<file path="config.mk">
export PLATFORM = sky130hd
export DESIGN_NAME = ac_link_rx
export DESIGN_NICKNAME = d
export VERILOG_FILES = /design/src/rtl/ac_link_rx_pkg.sv /design/src/rtl/ac_rx_align.sv /design/src/rtl/ac_rx_shift.sv /design/src/rtl/ac_rx_unpack.sv /design/src/rtl/ac_link_rx.sv
export SDC_FILE = /design/constraint.sdc
export NUM_CORES = 1
export LEC_CHECK = 0
export BUFFER_PORTS_ARGS = -buffer_cell sky130_fd_sc_hd__buf_2
export CORE_ASPECT_RATIO = 2
export CORE_MARGIN = 2
export CORE_UTILIZATION = 29
export CTS_BUF_LIST = sky130_fd_sc_hd__clkbuf_16
export DETAILED_ROUTE_END_ITERATION = 16
export PLACE_DENSITY_LB_ADDON = 0.2
export SLEW_MARGIN = 20
export SYNTH_ARGS = -nofsm -noshare
export SYNTH_HDL_FRONTEND = slang
export SYNTH_SLANG_ARGS = --single-unit
</file>
<file path="constraint.sdc">
create_clock -name clk -period 2 [get_ports clk]
set_input_delay 0.3 -clock clk [delete_from_list [all_inputs] [get_ports clk]]
set_output_delay 0.3 -clock clk [all_outputs]
set_load 0.005 [all_outputs]
</file>
<file path="src/rtl/ac_link_rx_pkg.sv">
package ac_link_rx_pkg;
  typedef enum logic {
    PH_IDLE = 1'b0,
    PH_RUN  = 1'b1
  } rx_phase_e;
endpackage

</file>
<file path="src/rtl/ac_rx_align.sv">
module ac_rx_align
  import ac_link_rx_pkg::*;
#(
  parameter int unsigned FRAME_BITS = 256,
  localparam int unsigned PW = $clog2(FRAME_BITS)
) (
  input  logic          clk,
  input  logic          rst_n,
  input  logic          sync_i,
  output logic          cap_o,
  output logic          last_o,
  output logic          err_o,
  output logic [PW-1:0] pos_o
);
  localparam logic [PW-1:0] LAST = PW'(FRAME_BITS - 1);

  rx_phase_e     ph;
  logic [PW-1:0] pos;
  logic          sync_q;
  logic          rise;

  assign rise   = sync_i & ~sync_q;
  assign cap_o  = (ph == PH_RUN);
  assign last_o = (ph == PH_RUN) && (pos == LAST);
  assign pos_o  = pos;

  always_ff @(posedge clk or negedge rst_n) begin
    if (!rst_n) begin
      sync_q <= 1'b0;
      ph     <= PH_IDLE;
      pos    <= '0;
      err_o  <= 1'b0;
    end else begin
      sync_q <= sync_i;
      err_o  <= 1'b0;
      unique case (ph)
        PH_IDLE: begin
          if (rise) begin
            ph  <= PH_RUN;
            pos <= '0;
          end
        end
        PH_RUN: begin
          if (pos == LAST) begin
            pos <= '0;
            if (!rise) ph <= PH_IDLE;
          end else if (rise) begin
            pos   <= '0;
            err_o <= 1'b1;
          end else begin
            pos <= pos + PW'(1);
          end
        end
        default: ph <= PH_IDLE;
      endcase
    end
  end

  assert_err_single_R9: assert property (@(posedge clk) disable iff (!rst_n)
    err_o |=> !err_o);

  assert_err_restart_R9: assert property (@(posedge clk) disable iff (!rst_n)
    err_o |-> (pos == '0) && (ph == PH_RUN));

  assert_pos_step_R1: assert property (@(posedge clk) disable iff (!rst_n)
    (ph == PH_RUN && pos != LAST && !rise) |=> (pos == $past(pos) + PW'(1)));
endmodule

</file>
<file path="src/rtl/ac_rx_shift.sv">
module ac_rx_shift #(
  parameter int unsigned FRAME_BITS = 256
) (
  input  logic                  clk,
  input  logic                  rst_n,
  input  logic                  cap_i,
  input  logic                  sd_i,
  output logic [FRAME_BITS-1:0] frame_o
);
  logic [FRAME_BITS-2:0] sr;

  always_ff @(posedge clk or negedge rst_n) begin
    if (!rst_n) sr <= '0;
    else if (cap_i) sr <= {sr[FRAME_BITS-3:0], sd_i};
  end

  // Full frame view in the cycle the final bit is on the line
  assign frame_o = {sr, sd_i};
endmodule

</file>
<file path="src/rtl/ac_rx_unpack.sv">
module ac_rx_unpack #(
  parameter int unsigned TAG_W  = 16,
  parameter int unsigned SLOTS  = 12,
  parameter int unsigned SLOT_W = 20,
  localparam int unsigned FRAME_BITS = TAG_W + SLOTS * SLOT_W
) (
  input  logic                    clk,
  input  logic                    rst_n,
  input  logic                    last_i,
  input  logic [FRAME_BITS-1:0]   frame_i,
  output logic                    strobe_o,
  output logic                    ok_o,
  output logic [SLOTS-1:0]        flags_o,
  output logic [1:0]              id_o,
  output logic [SLOTS*SLOT_W-1:0] data_o
);
  logic [TAG_W-1:0]        tag;
  logic [SLOTS-1:0]        flags_w;
  logic [SLOTS*SLOT_W-1:0] data_w;
  logic                    unused_rsvd;

  assign tag         = frame_i[FRAME_BITS-1 -: TAG_W];
  assign unused_rsvd = ^tag[TAG_W-2-SLOTS:2];

  for (genvar k = 0; k < SLOTS; k++) begin : g_slot
    assign flags_w[k] = tag[TAG_W-2-k];
    assign data_w[k*SLOT_W +: SLOT_W] =
      frame_i[FRAME_BITS-TAG_W-1-k*SLOT_W -: SLOT_W];
  end

  always_ff @(posedge clk or negedge rst_n) begin
    if (!rst_n) begin
      strobe_o <= 1'b0;
      ok_o     <= 1'b0;
      flags_o  <= '0;
      id_o     <= '0;
      data_o   <= '0;
    end else begin
      strobe_o <= last_i;
      if (last_i) begin
        ok_o    <= tag[TAG_W-1];
        flags_o <= flags_w;
        id_o    <= tag[1:0];
        data_o  <= data_w;
      end
    end
  end

  assert_strobe_single_R7: assert property (@(posedge clk) disable iff (!rst_n)
    strobe_o |=> !strobe_o);

  assert_strobe_after_last_R7: assert property (@(posedge clk) disable iff (!rst_n)
    strobe_o |-> $past(last_i));

  assert_ok_bit_R3: assert property (@(posedge clk) disable iff (!rst_n)
    strobe_o |-> (ok_o == $past(frame_i[FRAME_BITS-1])));

  assert_hold_R7: assert property (@(posedge clk) disable iff (!rst_n)
    !$past(last_i) |-> $stable(data_o));
endmodule

</file>
<file path="src/rtl/ac_link_rx.sv">
module ac_link_rx #(
  parameter int unsigned TAG_W  = 16,
  parameter int unsigned SLOTS  = 12,
  parameter int unsigned SLOT_W = 20,
  localparam int unsigned FRAME_BITS = TAG_W + SLOTS * SLOT_W,
  localparam int unsigned PW = $clog2(FRAME_BITS)
) (
  input  logic                    clk,
  input  logic                    rst_n,
  input  logic                    sync_i,
  input  logic                    sdata_i,
  output logic                    frm_valid_o,
  output logic                    frm_ok_o,
  output logic [SLOTS-1:0]        slot_tag_o,
  output logic [1:0]              codec_id_o,
  output logic [SLOTS*SLOT_W-1:0] slot_data_o,
  output logic                    align_err_o
);
  logic                  cap;
  logic                  last;
  logic [PW-1:0]         pos;
  logic [FRAME_BITS-1:0] frame;
  logic                  unused_pos;

  assign unused_pos = ^pos;

  ac_rx_align #(.FRAME_BITS(FRAME_BITS)) u_align (
    .clk    (clk),
    .rst_n  (rst_n),
    .sync_i (sync_i),
    .cap_o  (cap),
    .last_o (last),
    .err_o  (align_err_o),
    .pos_o  (pos)
  );

  ac_rx_shift #(.FRAME_BITS(FRAME_BITS)) u_shift (
    .clk     (clk),
    .rst_n   (rst_n),
    .cap_i   (cap),
    .sd_i    (sdata_i),
    .frame_o (frame)
  );

  ac_rx_unpack #(.TAG_W(TAG_W), .SLOTS(SLOTS), .SLOT_W(SLOT_W)) u_unpack (
    .clk      (clk),
    .rst_n    (rst_n),
    .last_i   (last),
    .frame_i  (frame),
    .strobe_o (frm_valid_o),
    .ok_o     (frm_ok_o),
    .flags_o  (slot_tag_o),
    .id_o     (codec_id_o),
    .data_o   (slot_data_o)
  );

  assert_no_err_with_strobe_R8: assert property (@(posedge clk) disable iff (!rst_n)
    frm_valid_o |-> !align_err_o);
endmodule

</file>
==> results of run 1 <==
## kinds of logic after synthesis
group | Yosys count | share of synthesized area [%]
muxes | 510 | 29.60
xor gates and xnor gates | 2 | 0.09030
adders and majority gates | 1 | 0.06448
and+or+nand+nor | 23 | 0.6771
DFF | 522 | 67.33
AOI/OAI and AO/OA | 15 | 0.5547
buffers and inverters | 59 | 1.683
## worst paths after layout
path	from	to	cells past startpoint
setup / recovery	u_align.pos_o[1]	u_unpack.data_o[168]	7
hold / removal	rst_n	u_shift.sr[221]	2
setup reg to reg	u_align.pos_o[1]	u_unpack.data_o[168]	7
hold reg to reg	u_unpack.data_o[17]	u_unpack.data_o[17]	1
max in group asynchronous	rst_n	u_unpack.data_o[181]	3
min in group clk	sync_i	u_align.sync_q	2
## power by group
part	leakage (nW)	internal (mW)	total, mW	switching (mW)
registers	7.17	10.6	10.7	0.0779
clock network	0.795	5.08	9.06	3.99
logic	5.01	0.150	0.448	0.299
## layout by cell type, fill, tap and decap left out, types with 2 or more instances in the layout
cell / instances
nand2_1: 5
nand2b_1: 2
mux2_1: 239
nand3_4: 2
buf_4: 23
dlygate4sd3_1: 3
inv_1: 13
nand4_1: 2
or3_1: 2
nor2_1: 4
dfrtp_1: 520
clkinv_1: 9
buf_16: 4
a21oi_1: 2
buf_12: 17
mux2_2: 271
inv_6: 2
buf_2: 259
clkinvlp_4: 2
o21ai_0: 3
xor2_1: 2
nand3_1: 2
clkinv_2: 7
bufinv_16: 5
clkbuf_16: 54
## stage by stage
stage	hold WS (ns)	setup TNS, ns	instance area [um2]	setup WS (ns)	util [%]
2_1_floorplan	0.004409	0	19400	0.2399	-
3_3_place_gp	0.2747	0	22060	0.02813	33.22
3_5_place_dp	0.2819	-0.1138	22060	-0.01884	33.22
4_1_cts	0.2253	0	23680	0.003510	35.67
5_1_grt	0.2508	0	23870	0.01750	35.95
6_report	0.2527	0	23870	0.1082	35.95
## sequential cells by signal, indices dropped and copies added, names as in the netlist
| signal | count |
|---|---|
| u_align.sync_q | 1 |
| u_shift.sr | 255 |
| u_unpack.strobe_o | 1 |
| u_unpack.flags_o | 12 |
| u_unpack.ok_o | 1 |
| u_align.cap_o | 1 |
| u_align.err_o | 1 |
| u_unpack.id_o | 2 |
| u_align.pos_o | 8 |
| u_unpack.data_o | 240 |
## timing repair
action	CTS	global route
resized for setup	1	9
setup buffers	4	1
gates cloned	1	5
endpoints found under the hold margin	29	0
pin swaps	1	1
hold buffers	3	0
setup endpoints to repair	84	250
## per-layer routing
layer  global-route usage, %  vias up  wire [um]
met4                   3.877        0       1152
li1                        -     4649          -
met5                       0        -          0
met1                   16.30     5370      19080
met2                   17.44      310      17520
met3                   4.452       67       3606
## cell type report
type	count	area [um2]
Sequential cell	522	13070
Fill cell	6467	42520
Clock buffer	49	1226
Clock inverter	38	300.3
Tap cell	884	1106
Multi-Input combinational cell	551	6035
Antenna cell	1	2.502
Timing Repair Buffer	314	2133
==> out/metrics.yaml, run 1 <==
outcome: "completed"
area_delta_synth_final_pct: 23.04
overflow: 0
crit_type: "reg -> reg"
p_leak_nw: 12.97
synth_edf_count: 0
placed_cells: 2257
path_delay_family: "buffers and inverters"
cts_tree: "done"
timing.slew.headroom_pct: 56.98
async_reset_ff_share_pct: 100.0
start_util_pct: 29.22
maxCapViolations: 0
clock_latency_ns: 0.58
fin_worst_skew_ns: 0.01461
firstDrtPassIters: 4
yosysMostFrequentCell: "dfrtp_1"
power_mw: 20.23
grt_max_degree: 81
fin_crit_sh_pct: 94.59
post-dp-hpwl_um: 26610
dieArea_um2: 69110
postSynthCellCount: 1132
rsz0062_at_grt: "false"
htree_levels: 2
vdd_drop_max_v: 0.0006804
netlist.area_leader.share_pct: 67.33
worstPathCellList: "ha_2 > nand3_4 > nor3_4 > buf_4 > bufbuf_16 > buf_4 > mux2_1"
final-setup-viol-count: 0
vias_per_cell: 4.407
wl_um: 41360
synth-seq-cells: 522
ys_top_cells_by_area: "dfrtp_1 (67%), mux2_2 (16%), mux2_1 (14%), buf_4 (1.0%), clkbuf_1 (0.54%)"
cp_max_fo: 7
slew_violations: 0
cp-start-kind: "flop"
wl_per_cell_um: 17.53
crit_arrival_ns: 2.34
gp_congestion: 0.7303
ys_seq_area_share_pct: 67.33
ff2ff_setup_slack_ns: 0.11
yosysTopAreaCell: "dfrtp_1"
crit_top_cell: "buf_4"
slowest_stage: "dfrtp_1"
avgSynthCellArea_um2: 17.14
path_buf_inv: 3
postRouteAntennaNets: 0
fmax_mhz: 528.6
end_kind: "flop"
hold_class: "in -> async"
ys_types: 32
syn_area_um2: 19400
hold_viol_final: 0
synth_top_flop_cell: "dfrtp_1"
worst_pin_slew_ns: 0.6439
track_usage_pct: 11.92
route.detailed.drc: 0
clock-sinks: 522
die_width_um: 186.9
antenna_found_initial: 1
num_rows: 134
min_period_ns: 1.892
grt_pass1_vias: 11230
cts-root-buf: "clkbuf_16"
max_stage_delay_ns: 0.37
num_vias: 10400
drive_gt1_share_pct: 44.37
power.density_nw_per_um2: 847.5
finalNonFillerCells: 2359
crit_required_ns: 2.45
fin_nets: 1443
dr.first_iter.drc_count: 352
synth_common_cells: "dfrtp_1 (522), mux2_2 (271), mux2_1 (239)"
cts_buffers: 49
cts_max_path_buffers: 3
syn_nets: 1137
synth_warnings: 0
io-pin-count: 261
die_y_um: 369.8
grt_first_pass_wirelength_um: 66990
port_buffers: 260
core_um2: 66390
path_clk_slew_ns: 0.07
Power figures use the tool's default switching activity.
==> inputs of run 2 (changes only) <==
--- a/config.mk
+++ b/config.mk
@@ -5,6 +5,7 @@
 export SDC_FILE = /design/constraint.sdc
 export NUM_CORES = 1
 export LEC_CHECK = 0
+export ABC_AREA = 1
 export BUFFER_PORTS_ARGS = -buffer_cell sky130_fd_sc_hd__buf_2
 export CORE_ASPECT_RATIO = 2
 export CORE_MARGIN = 2
==> run 2 against run 1 <==
Effect of this change:
- global-route usage up 2.7 points
- largest power group unchanged
- critical endpoint is now u_unpack.data_o[222]
- sequential cell count did not move
- non-clock buffer count grew 11
==> out/metrics.yaml, run 2 <==
outcome: "completed"  # unchanged
end_kind: "flop"  # unchanged
p_comb_share_pct: 2.0  # was 2.2%
die_y_um: 375.7  # was 369.8 um
synth_edf_count: 0  # unchanged
path_buf_inv: 2  # was 3
path_delay_family: "simple AND/OR/NAND/NOR gates"  # was buffers and inverters
gp_congestion: 0.7536  # was 0.7303
insertedDiodeCount: 0  # was 1
area_delta_synth_final_pct: 20.72  # was 23.04%
synth_common_cells: "nand2_1 (789), dfrtp_1 (522), o21ai_0 (513)"  # was dfrtp_1 (522), mux2_2 (271), mux2_1 (239)
r2r_cells: 9  # was 7
async_reset_ff_share_pct: 100.0  # unchanged
grt_first_pass_wirelength_um: 84850  # was 66990 um
p_leak_nw: 12.90  # was 12.97 nW
path_clk_slew_ns: 0.07  # about the same
postRouteAntennaNets: 0  # unchanged
dr.first_iter.drc_count: 694  # was 352
cts-root-buf: "clkbuf_16"  # unchanged
cts_tree: "done"  # unchanged
maxCapViolations: 0  # unchanged
min_period_ns: 1.843  # was 1.892 ns
top_regs: "u_shift.sr: 255 flops, u_unpack.data_o: 240 flops, u_unpack.flags_o: 12 flops"  # unchanged
top_register: "u_shift.sr"  # unchanged
track_usage_pct: 14.61  # was 11.92%
worstPathCellList: "ha_1 > nand2_1 > nor2_4 > nand2_8 > nor2_8 > buf_12 > buf_12 > nand2_1 > nand2_1"  # was ha_2 > nand3_4 > nor3_4 > buf_4 > bufbuf_16 > buf_4 > mux2_1
crit_required_ns: 2.52  # was 2.45 ns
synth_top_flop_cell: "dfrtp_1"  # unchanged
max_stage_delay_ns: 0.40  # was 0.37 ns
ys_top_cells_by_area: "dfrtp_1 (65%), nand2_1 (15%), o21ai_0 (13%), inv_1 (2.5%), clkbuf_1 (1.6%)"  # was dfrtp_1 (67%), mux2_2 (16%), mux2_1 (14%), buf_4 (1.0%), clkbuf_1 (0.54%)
clock_latency_ns: 0.59  # was 0.58 ns
crit_arrival_ns: 2.36  # was 2.34 ns
syn_nets: 2132  # was 1137
netlist.area_leader.share_pct: 65.22  # was 67.33%
ys_seq_area_share_pct: 65.22  # was 67.33%
cts_max_path_buffers: 3  # unchanged
cts_buffers: 48  # was 49
avgSynthCellArea_um2: 9.417  # was 17.14 um2
slowest_stage: "dfrtp_1"  # unchanged
rsz0062_at_grt: "false"  # unchanged
die_width_um: 189.8  # was 186.9 um
cts_setup_buffers: 0  # was 4
hold-worst-slack_ns: 0.2861  # was 0.2527 ns
fin_nets: 2366  # was 1443
hold_class: "in -> async"  # unchanged
wl_um: 51310  # was 41360 um
num_rows: 136  # was 134
syn_area_um2: 20030  # was 19400 um2
grt_max_degree: 113  # was 81
p_sw_share_pct: 22.10  # was 21.56%
wl_per_cell_um: 15.57  # was 17.53 um
vdd_drop_max_v: 0.0006268  # was 0.0006804 V
fmax_mhz: 542.6  # was 528.6 MHz
crit_top_cell: "nand2_1"  # was buf_4
htree_levels: 2  # unchanged
fin_crit_sh_pct: 92.15  # was 94.59%
final_common_cell: "nand2_1"  # was dfrtp_1
cp-start-kind: "flop"  # unchanged
fin_worst_skew_ns: 0.01478  # was 0.01461 ns
firstDrtPassIters: 5  # was 4
cp_max_fo: 37  # was 7
final-setup-viol-count: 0  # unchanged
vias_per_cell: 4.503  # was 4.407
drive_gt1_share_pct: 16.72  # was 44.37%
mostFrequentLayoutCells: "nand2_1 (788), dfrtp_1 (521), o21ai_0 (513)"  # was dfrtp_1 (520), mux2_2 (271), buf_2 (259)
worst_pin_slew_ns: 0.6230  # was 0.6439 ns
slew_violations: 0  # unchanged
grt_pass1_vias: 15510  # was 11230
core_um2: 68580  # was 66390 um2
power_mw: 20.78  # was 20.23 mW
timing.slew.headroom_pct: 58.46  # was 56.98%
yosysTopAreaCell: "dfrtp_1"  # unchanged
route.detailed.drc: 0  # unchanged
ys_types: 24  # was 32
overflow: 0  # unchanged
largest_reg_flops: 255  # unchanged
cp.depth: 9  # was 7
antenna_found_initial: 1  # unchanged
yosysMostFrequentCell: "nand2_1"  # was dfrtp_1
start_util_pct: 29.21  # was 29.22%
dieArea_um2: 71310  # was 69110 um2
post-dp-hpwl_um: 33150  # was 26610 um
synth-seq-cells: 522  # unchanged
tns_ns: 0  # unchanged
hold_viol_final: 0  # unchanged
num_vias: 14840  # was 10400
p_seq_share_pct: 51.5  # was 53.0%
internal_power_mw: 16.19  # was 15.87 mW
power_frac_clock_pct: 46.5  # was 44.8%
crit_type: "reg -> reg"  # unchanged
power.density_nw_per_um2: 859.3  # was 847.5 nW/um2
synth_warnings: 0  # unchanged
port_buffers: 260  # unchanged
clock-sinks: 522  # unchanged
power.switching_mw: 4.591  # was 4.362 mW
postSynthCellCount: 2127  # was 1132
io-pin-count: 261  # unchanged
run 2: cell types whose count changed in the layout (fill, tap and decap cells not counted), sizes merged, moves of 3 or more:
cell / before / now
o21ai: 3 / 513
clkbuf: 54 / 48
inv: 15 / 146
bufinv: 5 / 8
nand2: 5 / 790
mux2: 510 / 0
buf: 305 / 322
nor2: 4 / 14
run 2: kinds of logic (layout without fill, tap and decap cells):
family / Yosys count / in the layout / synth area share, %
flops: 522 / 522 / 65.22
fa+ha+maj: 1 / 1 / 0.06246
buf+inv: 276 / 548 / 6.341
simple gates: 810 / 810 / 15.40
compound gates: 518 / 518 / 12.98
run 2: power groups by stage:
stage,clock network (mW),logic (mW),registers [mW]
finish,9.65,0.421,10.7
floorplan,0,0.103,10.9
CTS,10.1,0.446,10.7
global placement,0,0.431,10.9
global route,10.4,0.501,10.7
detailed placement,0,0.442,10.9
run 2: area by class of cell:
class                           instances  area (um2)
Inverter                              135       514.2
Timing Repair Buffer                  325        2147
Fill cell                            7120       44400
Clock inverter                         40       420.4
Tap cell                              897        1122
Sequential cell                       522       13070
Multi-Input combinational cell       1329        5708
Clock buffer                           48        1201
run 2: final timing paths:
check                                      start                    to  slack, ns
worst min register to register   u_shift.sr[202]   u_unpack.data_o[23]       0.47
worst max register to register  u_align.pos_o[1]  u_unpack.data_o[222]       0.16
worst min-delay path                       rst_n         u_shift.sr[2]       0.29
min in group clk                          sync_i        u_align.sync_q       0.38
worst max-delay path            u_align.pos_o[1]  u_unpack.data_o[222]       0.16
max in group asynchronous                  rst_n   u_unpack.data_o[59]       0.98
run 2: through the flow:
step	area (um2)	worst slack [ns]	cells	utilization, %
finish	24180	0.1570	3296	35.26
global route	24180	0.01706	3296	35.26
CTS	24160	0.1014	3296	35.23
detailed placement	22510	0.1212	3205	32.83
global placement	22510	0.1361	3205	32.83
floorplan	20030	0.5121	2127	-
run 2: layer usage:
metal  vias to the layer above  GRT usage, %  routed length [um]
li1                       7207             -                   -
met1                      7264         17.76               21780
met2                       294         26.08               25910
met3                        76         2.334                2248
met4                         0         4.841                1375
met5                         -             0                   0
run 2: repair_timing:
| item | in CTS | in global routing |
|---|---|---|
| hold buffers | 3 | 0 |
| setup endpoints to repair | 0 | 3 |
| resized for setup | 0 | 3 |
| hold endpoints to repair | 33 | 0 |
